==> src/rtl/pwrkey_pkg.sv <==
package pwrkey_pkg;

    typedef enum logic [2:0] {
        ST_IDLE,
        ST_TIMING,
        ST_FAULT,
        ST_SENDING,
        ST_DRAIN
    } pk_state_e;

endpackage

==> src/rtl/pwrkey_tick.sv <==
module pwrkey_tick #(
    parameter int TICK_DIV = 250000
) (
    input  logic clk,
    input  logic rst_n,
    output logic tick
);
    localparam int CW = (TICK_DIV > 1) ? $clog2(TICK_DIV) : 1;
    localparam logic [CW-1:0] LAST = CW'(TICK_DIV - 1);

    generate
        if (TICK_DIV <= 1) begin : g_every
            assign tick = 1'b1;
        end else begin : g_div
            logic [CW-1:0] cnt_q;
            always_ff @(posedge clk or negedge rst_n) begin
                if (!rst_n)
                    cnt_q <= '0;
                else if (cnt_q == LAST)
                    cnt_q <= '0;
                else
                    cnt_q <= cnt_q + 1'b1;
            end
            assign tick = (cnt_q == LAST);
        end
    endgenerate
endmodule

==> src/rtl/pwrkey_debounce.sv <==
module pwrkey_debounce #(
    parameter int DEB_TICKS = 20
) (
    input  logic clk,
    input  logic rst_n,
    input  logic tick,
    input  logic key_raw_n,
    output logic key_down,
    output logic press_pulse
);
    localparam int CW = (DEB_TICKS > 1) ? $clog2(DEB_TICKS) : 1;
    localparam logic [CW-1:0] LAST = CW'(DEB_TICKS - 1);

    logic [1:0]    sync_q;
    logic          key_s;
    logic          stable_n_q;
    logic [CW-1:0] cnt_q;
    logic          press_q;

    assign key_s = sync_q[1];

    always_ff @(posedge clk or negedge rst_n) begin
        if (!rst_n)
            sync_q <= 2'b11;
        else
            sync_q <= {sync_q[0], key_raw_n};
    end

    always_ff @(posedge clk or negedge rst_n) begin
        if (!rst_n) begin
            stable_n_q <= 1'b1;
            cnt_q      <= '0;
            press_q    <= 1'b0;
        end else begin
            press_q <= 1'b0;
            if (tick) begin
                if (key_s == stable_n_q) begin
                    cnt_q <= '0;
                end else if (cnt_q == LAST) begin
                    stable_n_q <= key_s;
                    cnt_q      <= '0;
                    press_q    <= ~key_s;
                end else begin
                    cnt_q <= cnt_q + 1'b1;
                end
            end
        end
    end

    assign key_down    = ~stable_n_q;
    assign press_pulse = press_q;

    // the clean key level only moves on a tick edge
    a_r2_change_on_tick: assert property (@(posedge clk) disable iff (!rst_n)
        !$stable(key_down) |-> $past(tick));

    // a press pulse always comes with a freshly pressed key
    a_r2_press_matches: assert property (@(posedge clk) disable iff (!rst_n)
        press_pulse |-> (key_down && $past(!key_down)));
endmodule

==> src/rtl/pwrkey_irq.sv <==
module pwrkey_irq #(
    parameter int IRQ_CYCLES = 64
) (
    input  logic clk,
    input  logic rst_n,
    input  logic start,
    output logic irq_n,
    output logic busy
);
    localparam int CW = $clog2(IRQ_CYCLES + 1);
    localparam int RW = $clog2(IRQ_CYCLES + 2);
    localparam logic [CW-1:0] LOAD = CW'(IRQ_CYCLES);

    logic [CW-1:0] cnt_q;

    always_ff @(posedge clk or negedge rst_n) begin
        if (!rst_n)
            cnt_q <= '0;
        else if (cnt_q != '0)
            cnt_q <= cnt_q - 1'b1;
        else if (start)
            cnt_q <= LOAD;
    end

    assign busy  = (cnt_q != '0);
    assign irq_n = (cnt_q == '0);

    // Checker: length of the current low run on irq_n
    logic [RW-1:0] low_run_q;
    always_ff @(posedge clk or negedge rst_n) begin
        if (!rst_n)
            low_run_q <= '0;
        else if (irq_n)
            low_run_q <= '0;
        else if (low_run_q != {RW{1'b1}})
            low_run_q <= low_run_q + 1'b1;
    end

    // each low pulse lasts exactly IRQ_CYCLES cycles
    a_r9_pulse_len: assert property (@(posedge clk) disable iff (!rst_n)
        $rose(irq_n) |-> (low_run_q == RW'(IRQ_CYCLES)));

    // a pulse never runs past its length
    a_r9_no_overrun: assert property (@(posedge clk) disable iff (!rst_n)
        low_run_q <= RW'(IRQ_CYCLES));
endmodule

==> src/rtl/pwrkey_seq.sv <==
module pwrkey_seq
    import pwrkey_pkg::*;
#(
    parameter int HOLD_TICKS = 5000
) (
    input  logic clk,
    input  logic rst_n,
    input  logic tick,
    input  logic key_down,
    input  logic press_pulse,
    input  logic host_suspended,
    input  logic batt_ok,
    input  logic pulse_busy,
    output logic pulse_start,
    output logic fault_n
);
    localparam int HW = (HOLD_TICKS > 1) ? $clog2(HOLD_TICKS) : 1;
    localparam logic [HW-1:0] HOLD_LAST = HW'(HOLD_TICKS - 1);

    pk_state_e     state_q, state_d;
    logic [HW-1:0] hold_q;
    logic          woke_q;
    logic          fault_q;
    logic          blocked;
    logic          expire;

    assign blocked = host_suspended && !batt_ok;
    assign expire  = key_down && tick && (hold_q == HOLD_LAST);

    // State register
    always_ff @(posedge clk or negedge rst_n) begin
        if (!rst_n)
            state_q <= ST_IDLE;
        else
            state_q <= state_d;
    end

    // Next state
    always_comb begin
        state_d = state_q;
        unique case (state_q)
            ST_IDLE:    if (press_pulse) state_d = ST_TIMING;
            ST_TIMING: begin
                if (!key_down)   state_d = ST_IDLE;
                else if (expire) state_d = ST_FAULT;
            end
            ST_FAULT:   if (host_suspended && batt_ok && !pulse_busy) state_d = ST_SENDING;
            ST_SENDING: if (!pulse_busy) state_d = ST_DRAIN;
            ST_DRAIN:   if (!key_down) state_d = ST_IDLE;
            default:    state_d = ST_IDLE;
        endcase
    end

    // Interrupt requests
    always_comb begin
        pulse_start = 1'b0;
        unique case (state_q)
            ST_IDLE:    pulse_start = press_pulse && host_suspended && batt_ok && !pulse_busy;
            ST_TIMING:  pulse_start = !key_down && !woke_q && !blocked && !pulse_busy;
            ST_FAULT:   pulse_start = host_suspended && batt_ok && !pulse_busy;
            ST_SENDING: pulse_start = 1'b0;
            ST_DRAIN:   pulse_start = 1'b0;
            default:    pulse_start = 1'b0;
        endcase
    end

    // Registered outputs and hold timer
    always_ff @(posedge clk or negedge rst_n) begin
        if (!rst_n) begin
            hold_q  <= '0;
            woke_q  <= 1'b0;
            fault_q <= 1'b1;
        end else begin
            unique case (state_q)
                ST_IDLE: begin
                    hold_q <= '0;
                    if (press_pulse)
                        woke_q <= host_suspended && batt_ok && !pulse_busy;
                end
                ST_TIMING: begin
                    if (expire)
                        fault_q <= 1'b0;
                    else if (key_down && tick)
                        hold_q <= hold_q + 1'b1;
                end
                ST_SENDING: if (!pulse_busy) fault_q <= 1'b1;
                ST_FAULT, ST_DRAIN: ;
                default: fault_q <= 1'b1;
            endcase
        end
    end

    assign fault_n = fault_q;

    // nothing is started toward a suspended host while the battery is weak
    a_r7_batt_block: assert property (@(posedge clk) disable iff (!rst_n)
        (pulse_start && host_suspended) |-> batt_ok);

    // the fault line only falls at a tick with the key held, during timing
    a_r5_fault_from_hold: assert property (@(posedge clk) disable iff (!rst_n)
        $fell(fault_n) |-> ($past(state_q == ST_TIMING) && $past(key_down) && $past(tick)));

    // the fault line is released only once the wake pulse has finished
    a_r6_release_after_pulse: assert property (@(posedge clk) disable iff (!rst_n)
        $rose(fault_n) |-> ($past(state_q == ST_SENDING) && !$past(pulse_busy)));

    // the fault line is low exactly in the fault and sending states
    a_r5_fault_states: assert property (@(posedge clk) disable iff (!rst_n)
        (!fault_n) == (state_q == ST_FAULT || state_q == ST_SENDING));
endmodule

==> src/rtl/pwrkey_ctrl.sv <==
module pwrkey_ctrl #(
    parameter int TICK_DIV   = 250000,
    parameter int DEB_TICKS  = 20,
    parameter int HOLD_TICKS = 5000,
    parameter int IRQ_CYCLES = 64
) (
    input  logic clk,
    input  logic por_n,
    input  logic key_n,
    input  logic host_suspended,
    input  logic batt_fault_n,
    output logic host_rst_n,
    output logic irq_n,
    output logic fault_n
);
    logic [1:0] rst_q;
    logic       rst_n;
    logic       tick;
    logic       key_down;
    logic       press_pulse;
    logic       pulse_start;
    logic       pulse_busy;

    // One reset for host and block: asynchronous assert, two-flop release
    always_ff @(posedge clk or negedge por_n) begin
        if (!por_n)
            rst_q <= 2'b00;
        else
            rst_q <= {rst_q[0], 1'b1};
    end
    assign rst_n      = rst_q[1];
    assign host_rst_n = rst_n;

    pwrkey_tick #(.TICK_DIV(TICK_DIV)) u_tick (
        .clk   (clk),
        .rst_n (rst_n),
        .tick  (tick)
    );

    pwrkey_debounce #(.DEB_TICKS(DEB_TICKS)) u_deb (
        .clk         (clk),
        .rst_n       (rst_n),
        .tick        (tick),
        .key_raw_n   (key_n),
        .key_down    (key_down),
        .press_pulse (press_pulse)
    );

    pwrkey_seq #(.HOLD_TICKS(HOLD_TICKS)) u_seq (
        .clk            (clk),
        .rst_n          (rst_n),
        .tick           (tick),
        .key_down       (key_down),
        .press_pulse    (press_pulse),
        .host_suspended (host_suspended),
        .batt_ok        (batt_fault_n),
        .pulse_busy     (pulse_busy),
        .pulse_start    (pulse_start),
        .fault_n        (fault_n)
    );

    pwrkey_irq #(.IRQ_CYCLES(IRQ_CYCLES)) u_irq (
        .clk   (clk),
        .rst_n (rst_n),
        .start (pulse_start),
        .irq_n (irq_n),
        .busy  (pulse_busy)
    );

    // while the host is held in reset both command lines are idle
    a_r1_quiet_in_reset: assert property (@(posedge clk) disable iff (!por_n)
        !host_rst_n |-> (irq_n && fault_n));

    // with the fault line low, an interrupt only starts toward a suspended host
    a_r6_wait_suspend: assert property (@(posedge clk) disable iff (!rst_n)
        (!fault_n && $fell(irq_n)) |-> $past(host_suspended));
endmodule

==> config.mk <==
export PLATFORM = sky130hd
export DESIGN_NAME = pwrkey_ctrl
export DESIGN_NICKNAME = d
export VERILOG_FILES = /design/src/rtl/pwrkey_pkg.sv /design/src/rtl/pwrkey_tick.sv /design/src/rtl/pwrkey_debounce.sv /design/src/rtl/pwrkey_irq.sv /design/src/rtl/pwrkey_seq.sv /design/src/rtl/pwrkey_ctrl.sv
export SDC_FILE = /design/constraint.sdc
export NUM_CORES = 1
export LEC_CHECK = 0
export ABC_AREA = 1
export BUFFER_PORTS_ARGS = -buffer_cell sky130_fd_sc_hd__buf_2
export CAP_MARGIN = 20
export CORE_MARGIN = 2
export CORE_UTILIZATION = 60
export DETAILED_ROUTE_END_ITERATION = 7
export PLACE_DENSITY = 0.77
export REMOVE_ABC_BUFFERS = 1
export SLEW_MARGIN = 0
export SYNTH_ARGS = -nofsm -noshare
export SYNTH_HDL_FRONTEND = slang
export SYNTH_SLANG_ARGS = --single-unit
==> constraint.sdc <==
create_clock -name clk -period 5.6 [get_ports clk]
set_clock_uncertainty 0.15 [all_clocks]
set_input_delay 0.56 -clock clk [delete_from_list [all_inputs] [get_ports clk]]
set_output_delay 0.56 -clock clk [all_outputs]
set_load 0.005 [all_outputs]
# After elaboration in Yosys (flattened, before gate mapping)
# Index checks and enable logic that the tools add are counted.
classes:
  n_addsub: 4
  n_eq_ne: 16
  muxes: 22
  n_bitwise: 4
  reduce_logical: 26
ops:
  columns: ["operator", "count"]
  rows:
  - ["$mux 13", 2]
  - ["$pmux 13 s2", 1]
  - ["$add 18x1->18 const B", 1]
  - ["$eq 18x18->1 const B", 1]
  - ["$mux 18", 1]
  - ["$mux 3", 6]
  - ["$pmux 3 s5", 1]
  - ["$mux 7", 2]
  - ["$add 13x1->13 const B", 1]
  - ["$eq 13x13->1 const B", 1]
  - ["$logic_and 1x1->1", 11]
  - ["$mux 5", 2]
  - ["$reduce_and 3->1", 3]
  - ["$ne 2x2->1 const B", 4]
  - ["$logic_not 7->1", 1]
  - ["$reduce_bool 7->1", 1]
  - ["$sub 7x1->7 const B", 1]
  - ["$eq 3x2->1 const B", 2]
  - ["$ne 2x1->1 const B", 3]
  - ["$pmux 1 s3", 2]
  - ["$add 5x1->5 const B", 1]
  - ["$eq 5x5->1 const B", 1]
  - ["$mux 1", 5]
  - ["$reduce_and 5->1", 1]
  - ["10 further kinds", 17]
totals:
  ff_bits: 54
  inputBits: 5
  output_inout_bits: 3

# Longest topological paths before layout
# Gate-level depths: netlist (run 1).
logic_depth:
  depth_word: 8
  depth_mapped: 12
  ltp_nobuf: 12

# Modules after synthesis
# A second synthesis (run 1) with hierarchy kept.
hier_totals:
  cells_unflattened: 445
  hier_area_um2: 3337.0
by_module_without_submodules:
  columns: ["module", "n_inst", "cells_per_inst", "area_each_um2"]
  rows:
  - ["pwrkey_seq", 1, 187, 1305.0]
  - ["pwrkey_tick", 1, 145, 1066.0]
  - ["pwrkey_debounce", 1, 56, 476.7]
  - ["pwrkey_irq", 1, 54, 435.4]
  - ["pwrkey_ctrl", 1, 3, 53.8]

# Worst setup path before layout (run 1)
# No wires, ideal clock.
synth_timing:
  kind: "register -> output"
  start: "register rst_q[1]"
  end: "output port host_rst_n"
  t_arrival_ns: 1.437
  required_time_ns: 4.890
  path_slack_ns: 3.453
  path_stages_with_launch: 1
  path_buffers: 0
  cell_sequence: "dfrtp_1"
synth_rtl:
  columns: ["item", "line_no", "rtl"]
  rows:
  - ["start: declaration", "pwrkey_ctrl.sv:16", "logic [1:0] rst_q;"]
  - ["start signal: assignment", "pwrkey_ctrl.sv:29", "rst_q <= {rst_q[0], 1'b1};"]
  - ["end: declaration", "pwrkey_ctrl.sv:12", "output logic host_rst_n,"]
# No word-level cell between the ends.

# Final worst setup path (run 1)
layout_timing:
  start: "register u_irq.cnt_q[0]"
  end: "output port irq_n"
layout_via:
  elab_chain_cells: 1
layout_rtl:
  columns: ["item", "line_no", "rtl"]
  rows:
  - ["start: declaration", "pwrkey_irq.sv:14", "logic [CW-1:0] cnt_q;"]
  - ["start signal: assignment", "pwrkey_irq.sv:20", "cnt_q <= cnt_q - 1'b1;"]
  - ["$logic_not 7->1", "pwrkey_irq.sv:26", "assign irq_n = (cnt_q == '0);"]
  - ["end: declaration", "pwrkey_ctrl.sv:13", "output logic irq_n,"]
# No other way between the ends.

==> metrics.txt, run 1 <==
Post-Syn Area per Cell 7.96 um2; drt pass-1 iters 5; vias in the first global route between 2000 and 2500; Reg power frac 59.5%; top-area cell type share of the netlist area 42.1%; Pint 0.528 mW; Cells after DPL 447; top_reg_cell synth dfrtp_1; fmax about 0.44 GHz; Ys Warns 0; Final setup viols 0; ANT nets after route 0; post-synthesis cell area approximately 3000 um2; startpoint types register; Post-DP HPWL 4100 um; Sw Pwr roughly 0.13 mW; row cnt 25; WS Path Type reg2out; Fin. Hold Viols 0; Req. time, crit path 4890 ps; Area growth, synth to finish 7.70%; RSZ-0062 raised after global routing false; starting density of the core 62.6%; DR iter-0 viols 149; status finished clean; vias 2363; crit-path max FO 9; reported max-cap violation count 0; top cells by count, synth 74 x nand2_1, 52 x nor2_1, 51 x inv_1; Leak around 1.5 nW; CP Cell Sequence inv_1 > ha_1 > nand4_1 > nor2_2 > buf_2; cell family with most CP delay simple AND/OR/NAND/NOR gates; CTS tree done; CTS buffer count 5; all-layer global routing usage approximately 23%; io pins 8; Critical Path Sink Type output port; number of port buffers 7; Post-Place Worst Slack 3610 ps; final setup margin 3310 ps; Final min period 2290 ps; worst path bufs/invs 2; Worst Tran Pin Value 645 ps; Non-Filler Instances 456; Comb pwr share between 1.5 and 2%; register area share after synthesis a little under half; period utilisation layout slightly above 40%; first-pass GRT wire length 9720 um; setup_tns 0 ps; Slowest cell on crit path dfrtp_1; GR Overflow Total 0; PwrDens 206 nW/um2; initial antenna violation count 0; Max Buffers Root-to-Sink 2; Synth Instances around 370; async set-reset flop share out of synthesis 100%; H-tree level count 2; chip width 74.4 um; max-slew violation count 0; layout cells sized above 1 10.8%; CP Data Arrival Time 1580 ps; worst skew pair latency 300 ps; routed vias/inst 5.18; DIE AREA 5540 um2; Post-synth EDFFs 0; Slew headroom 57.0%; top cells by area, synth dfrtp_1 42%, nand2_1 9.3%, nor2_1 6.6%; Clock Power Share 38.7%; Root Buffer Master clkbuf_8; Yosys reg bits 54; die height 74.4 um; fin util 67.4%; Total Wirelength 5470 um; GPL Wtd Cong approximately 0.9; VDD IR max approximately 130 uV; worst hold path class in2reg; DR WL/cell 12.0 um; CTS resizes 0; Clock Sinks 54; max incr delay on CP 370 ps; core region area 4750 um2; count leader, synth nand2_1; switching part of the total 20.0%; Synth cell types 38; largest net degree at the start of global routing 53; drc violations 0; Final #Nets 397; Synth area leader dfrtp_1; n_diodes 0; Hold Slack 198 ps; Clk pin slew, worst setup/hold paths 90 ps
[metal layers]
layer	GRT usage (%)	part of all wire, %	vias up
li1	-	-	1234
met1	31.7	49	1085
met4	6.35	0.82	0
met5	0	0	-
met2	37.0	47	38
met3	2.85	3.5	6
[placed cells by master (no fill, tap or decap), types with 2 or more instances in the layout]
cell type,Yosys,layout
inv_2,3,3
nand2_1,74,74
nor3_1,13,13
nand4_1,12,12
dfstp_2,4,4
nor2_1,52,52
or2_2,2,2
nor2_4,3,3
nor2_2,4,4
nand2_2,4,4
xnor2_1,3,3
xor2_1,14,14
nor4_1,3,3
o21ai_0,8,8
inv_1,51,51
a21oi_1,14,14
dfrtp_1,50,49
nand3_1,24,24
o21ai_1,11,11
ha_1,4,4
buf_2,0,7
clkbuf_8,0,5
o22ai_1,3,3
o21bai_1,2,2
[timing repair]
action                                 in CTS  in global routing
hold buffers                                1                  0
endpoints found under the hold margin       2                  0
buffers inserted                            0                  0
[worst paths after layout]
path,startpoint,end,slack (ps),cells after the start
worst max-delay path,u_irq.cnt_q[0],irq_n,3310,5
worst min-delay path,key_n,u_deb.sync_q[0],200,1
worst min register to register,rst_q[0],rst_q[1],210,0
worst max register to register,u_tick.g_div.cnt_q[0],u_seq.state_q[0],3620,12
max in group asynchronous,rst_q[1],u_seq.hold_q[12],4630,1
min in group asynchronous,rst_q[1],u_seq.hold_q[4],240,1
[power by group through the flow]
stage	combinational [mW]	sequential [mW]	clock [mW]
finish	0.0118	0.392	0.255
global route	0.0143	0.393	0.278
CTS	0.0124	0.393	0.262
detailed placement	0.0120	0.400	0
global placement	0.0120	0.400	0
floorplan	0.00121	0.405	0
[metrics by stage]
step	instance area (um2)	power, mW
after floorplan	2960	0.406
after global placement	3080	0.412
after detailed placement	3080	0.412
after CTS	3200	0.667
after global routing	3200	0.685
final	3200	0.659
[logic make-up (layout without fill, tap and decap cells)]
kind of cell / Yosys count / after routing / share of synthesized area [%]
buffers and inverters: 56 / 71 / 7.44
other: 1 / 1 / 0.126
AO/OA/AOI/OAI: 42 / 42 / 7.70
AND/OR/NAND/NOR: 200 / 200 / 32.5
adder cells (fa/ha/maj): 4 / 4 / 1.68
XOR/XNOR: 17 / 17 / 5.00
flip-flops: 54 / 54 / 45.6
[flip-flops by register name, summed over array words and instances, names as in the netlist]
name	count
u_irq.cnt_q	7
u_tick.g_div.cnt_q	18
u_seq.hold_q	13
u_seq.fault_n	1
u_seq.woke_q	1
u_seq.state_q	3
u_deb.press_pulse	1
u_deb.cnt_q	5
u_deb.sync_q	2
rst_q	2
u_deb.stable_n_q	1
[area by class of cell]
class / instances / area (um2)
Timing Repair Buffer: 9 / 52.6
Multi-Input combinational cell: 264 / 1400
Inverter: 54 / 203
Clock inverter: 2 / 37.5
Fill cell: 401 / 1550
Clock buffer: 6 / 72.6
Sequential cell: 54 / 1360
Tap cell: 67 / 83.8
Note: power is estimated with default switching activity, not from simulation.
==> run 2: changes to the inputs <==
--- a/config.mk
+++ b/config.mk
@@ -5,13 +5,13 @@
 export SDC_FILE = /design/constraint.sdc
 export NUM_CORES = 1
 export LEC_CHECK = 0
-export ABC_AREA = 1
+export ABC_AREA = 0
 export BUFFER_PORTS_ARGS = -buffer_cell sky130_fd_sc_hd__buf_2
 export CAP_MARGIN = 20
 export CORE_MARGIN = 2
-export CORE_UTILIZATION = 60
+export CORE_UTILIZATION = 56
 export DETAILED_ROUTE_END_ITERATION = 7
-export PLACE_DENSITY = 0.77
+export PLACE_DENSITY = 0.76
 export REMOVE_ABC_BUFFERS = 1
 export SLEW_MARGIN = 0
 export SYNTH_ARGS = -nofsm -noshare
==> constraint.sdc (replaced) <==
create_clock -name clk -period 1.89 [get_ports clk]
set_clock_uncertainty 0.15 [all_clocks]
set_input_delay 0.189 -clock clk [delete_from_list [all_inputs] [get_ports clk]]
set_output_delay 0.189 -clock clk [all_outputs]
set_load 0.005 [all_outputs]
==> run 2 against run 1 <==
Against the previous run:
- the flow now finishes with violations (negative setup slack)
- power rose to 3.1 times the previous value
- area after synthesis down 5.3%
- synthesized cell count down 23%
- hold slack worse by 180 ps
- sequential share of layout area down 5.8 points
- worst setup slack worse by 3900 ps
- routed wire length up 20%
- critical endpoint is now u_seq.hold_q[11]
- highest routed layer unchanged
==> metrics.txt, run 2 <==
status complete, but fails checks; failing checks negative setup slack; largest net degree at the start of global routing 35 (-34%); CP Cell Sequence or4b_1 > or4_4 > buf_6 > o41ai_4 > buf_4 > a41oi_2 > a211oi_2; Final min period 2460 ps; commonest non-fill, non-tap cell in the layout buf_4; Fin. Hold Viols 0 (unchanged); WS Path Type reg2reg; top cells by area, synth dfrtp_1 44%, nand2_1 4.4%, xnor2_1 4.0%; Layout fillers 305 (-24%); Sw Pwr 0.415 mW (+220%); first-pass GRT wire length 10900 um (+12%); Critical Path Sink Type register; worst hold path class in2reg; chip width 74.9 um (+0.69%); DIE AREA 5620 um2 (+1.4%); initial antenna violation count 0 (unchanged); area of the multi-input gates 1560 um2 (+12%); Post-Place Worst Slack -673 ps (-4280 ps); reported max-cap violation count 0 (unchanged); GR Overflow Total 0 (unchanged); GR Layer Usage met2 44.5% (+7.6 points); Pint 1.61 mW (+200%); die height 74.9 um (+0.69%); Seq. cell area 1360 um2 (unchanged); most frequent cells in the layout 54 x buf_4, 49 x dfrtp_1, 30 x nand2_1; most flop-heavy register u_tick.g_div.cnt_q; Post-Syn Area per Cell 9.82 um2 (+23%); worst skew pair latency 310 ps (about the same); CP Data Arrival Time 2540 ps (+960 ps); Post-synth EDFFs 0 (unchanged); Hold Slack 15.9 ps (-182 ps); Root Buffer Master clkbuf_8; vias in the first global route 2452 (+10%); crit-path max FO 3 (-6); io pins 8 (unchanged); top_reg_cell synth dfrtp_1; switching part of the total 20.5% (+0.55 points); GPL Wtd Cong 0.908 (+0.59%); Final #Nets 363 (-8.6%); final setup margin -574 ps (-3880 ps); Max Buffers Root-to-Sink 2 (unchanged); startpoint types register; Largest register FFs 18 (unchanged); core region area 4790 um2 (+0.66%); register area share after synthesis 48.1% (+2.6 points); async set-reset flop share out of synthesis 100% (unchanged); post-synthesis cell area 2820 um2 (-5.3%); Total Wirelength 6590 um (+20%); Req. time, crit path 1970 ps (-2920 ps); Leak 1.68 nW (+16%); VDD IR max 451 uV (+240%); RSZ-0062 raised after global routing true; all-layer global routing usage 25.6% (+3.0 points); count leader, synth dfrtp_1; biggest regs u_tick.g_div.cnt_q (18), u_seq.hold_q (13), u_irq.cnt_q (7); Yosys reg bits 54 (unchanged); PwrDens 546 nW/um2 (+170%); max-slew violation count 0 (unchanged); top-area cell type share of the netlist area 44.4% (+2.4 points); GR Layer Usage met3 4.82% (+2.0 points); drc violations 0 (unchanged); Synth Instances 287 (-23%); Comb pwr share 2.0% (+0.2 points); Slowest cell on crit path or4_4; DR WL/cell 15.6 um (+30%); ANT nets after route 0 (unchanged); Final setup viols 33 (+33); Ys Warns 0 (unchanged); Synth cell types 56 (+47%); H-tree level count 2 (unchanged); n_diodes 0 (unchanged); Area growth, synth to finish 31.6%; starting density of the core 58.9% (-3.7 points); layout cells sized above 1 36.6% (+26 points); Reg power frac 57.5% (-2.0 points); fmax 0.406 GHz; Synth area leader dfrtp_1; Post-DP HPWL 4390 um (+7.2%); busiest grt layer met2; max incr delay on CP 530 ps (+160 ps); met1 Resource Use GR 31.8% (+0.12 points); period utilisation layout 130%; Clock Sinks 54 (unchanged); vias 2472 (+4.6%); Clock Power Share 40.5% (+1.8 points); routed vias/inst 5.86 (+13%); row cnt 25 (unchanged); Clk pin slew, worst setup/hold paths 100 ps (about the same); CTS buffer count 5 (unchanged); drt pass-1 iters 4 (-1); DR iter-0 viols 231 (+55%); number of port buffers 7 (unchanged); CTS tree done; top cells by count, synth 50 x dfrtp_1, 33 x nand2_1, 26 x nor2_1
==> run 2: cell count changes after synthesis, sizes merged, moves of 10 or more <==
cell	change
xnor2	+10
nand2	-46
inv	-48
nor2	-34
==> run 2: power groups by stage <==
| stage | Combinational [mW] | Sequential, mW | Clock (mW) |
|---|---|---|---|
| floorplan | 0.00494 | 1.20 | 0 |
| global placement | 0.0383 | 1.19 | 0 |
| detailed placement | 0.0388 | 1.19 | 0 |
| CTS | 0.0425 | 1.16 | 0.833 |
| global route | 0.0486 | 1.16 | 0.889 |
| finish | 0.0413 | 1.16 | 0.819 |
==> run 2: layout make-up <==
cell class	count	area share (%)
repair buffers	72	15.1
clock inverters	2	1.05
well taps	67	2.26
clock buffers	6	2.23
inverters	6	0.607
multi-input cells	215	42.1
flip-flops and latches	54	36.6
==> run 2: worst max-delay path: cells and delay by family, from the launching register on <==
family	cells	cell delay, ps
buffers and inverters	2	340
DFF	1	390
and+or+nand+nor	2	1050
AOI/OAI and AO/OA	3	470
==> run 2: worst paths after layout <==
kind                                       start               endpoint  slack [ps]  depth (start not counted)
max in group asynchronous               rst_q[1]        u_deb.sync_q[1]        1090                          1
min in group asynchronous                  por_n               rst_q[1]          50                          2
hold reg to reg                         rst_q[1]  u_tick.g_div.cnt_q[2]          90                          1
hold / removal                      batt_fault_n           u_seq.woke_q          20                          3
setup / recovery           u_tick.g_div.cnt_q[4]       u_seq.hold_q[11]        -570                          7
setup reg to reg           u_tick.g_div.cnt_q[4]       u_seq.hold_q[11]        -570                          7
==> run 2: per-layer routing <==
metal	share of wire, %	wire (um)
met5	0	0
met1	42	2770
met4	2.0	135
met3	4.3	281
met2	52	3400
==> run 2: metrics by stage <==
| step | std cells | instance area, um2 | total power, mW | setup TNS [ps] | util, % |
|---|---|---|---|---|---|
| global route | 422 | 3710 | 2.10 | -16470 | 77.5 |
| CTS | 420 | 3580 | 2.04 | -16290 | 74.9 |
| finish | 422 | 3710 | 2.02 | -14660 | 77.5 |
| detailed placement | 406 | 3280 | 1.22 | -16740 | 68.6 |
| floorplan | 275 | 2730 | 1.21 | -15270 | - |
| global placement | 406 | 3280 | 1.22 | -15870 | 68.6 |
==> run 2: what timing repair did <==
item,4_1_cts,5_1_grt
endpoints found under the hold margin,3,0
hold buffers,2,0
setup buffers,5,3
setup endpoints to repair,34,35
pin swaps,16,15
gates resized for setup,33,26
==> run 2: kinds of logic (layout without fill, tap and decap cells) <==
family                   count (synthesis)  after routing  synth area share [%]
XOR/XNOR                                19             19                  5.91
AND/OR/NAND/NOR                        143            143                  27.8
flip-flops                              54             54                  48.1
multiplexers                             2              2                 0.799
other                                    1              1                 0.133
AO/OA/AOI/OAI                           46             46                  11.6
buffers and inverters                   18             86                  3.77
adder cells (fa/ha/maj)                  4              4                  1.78
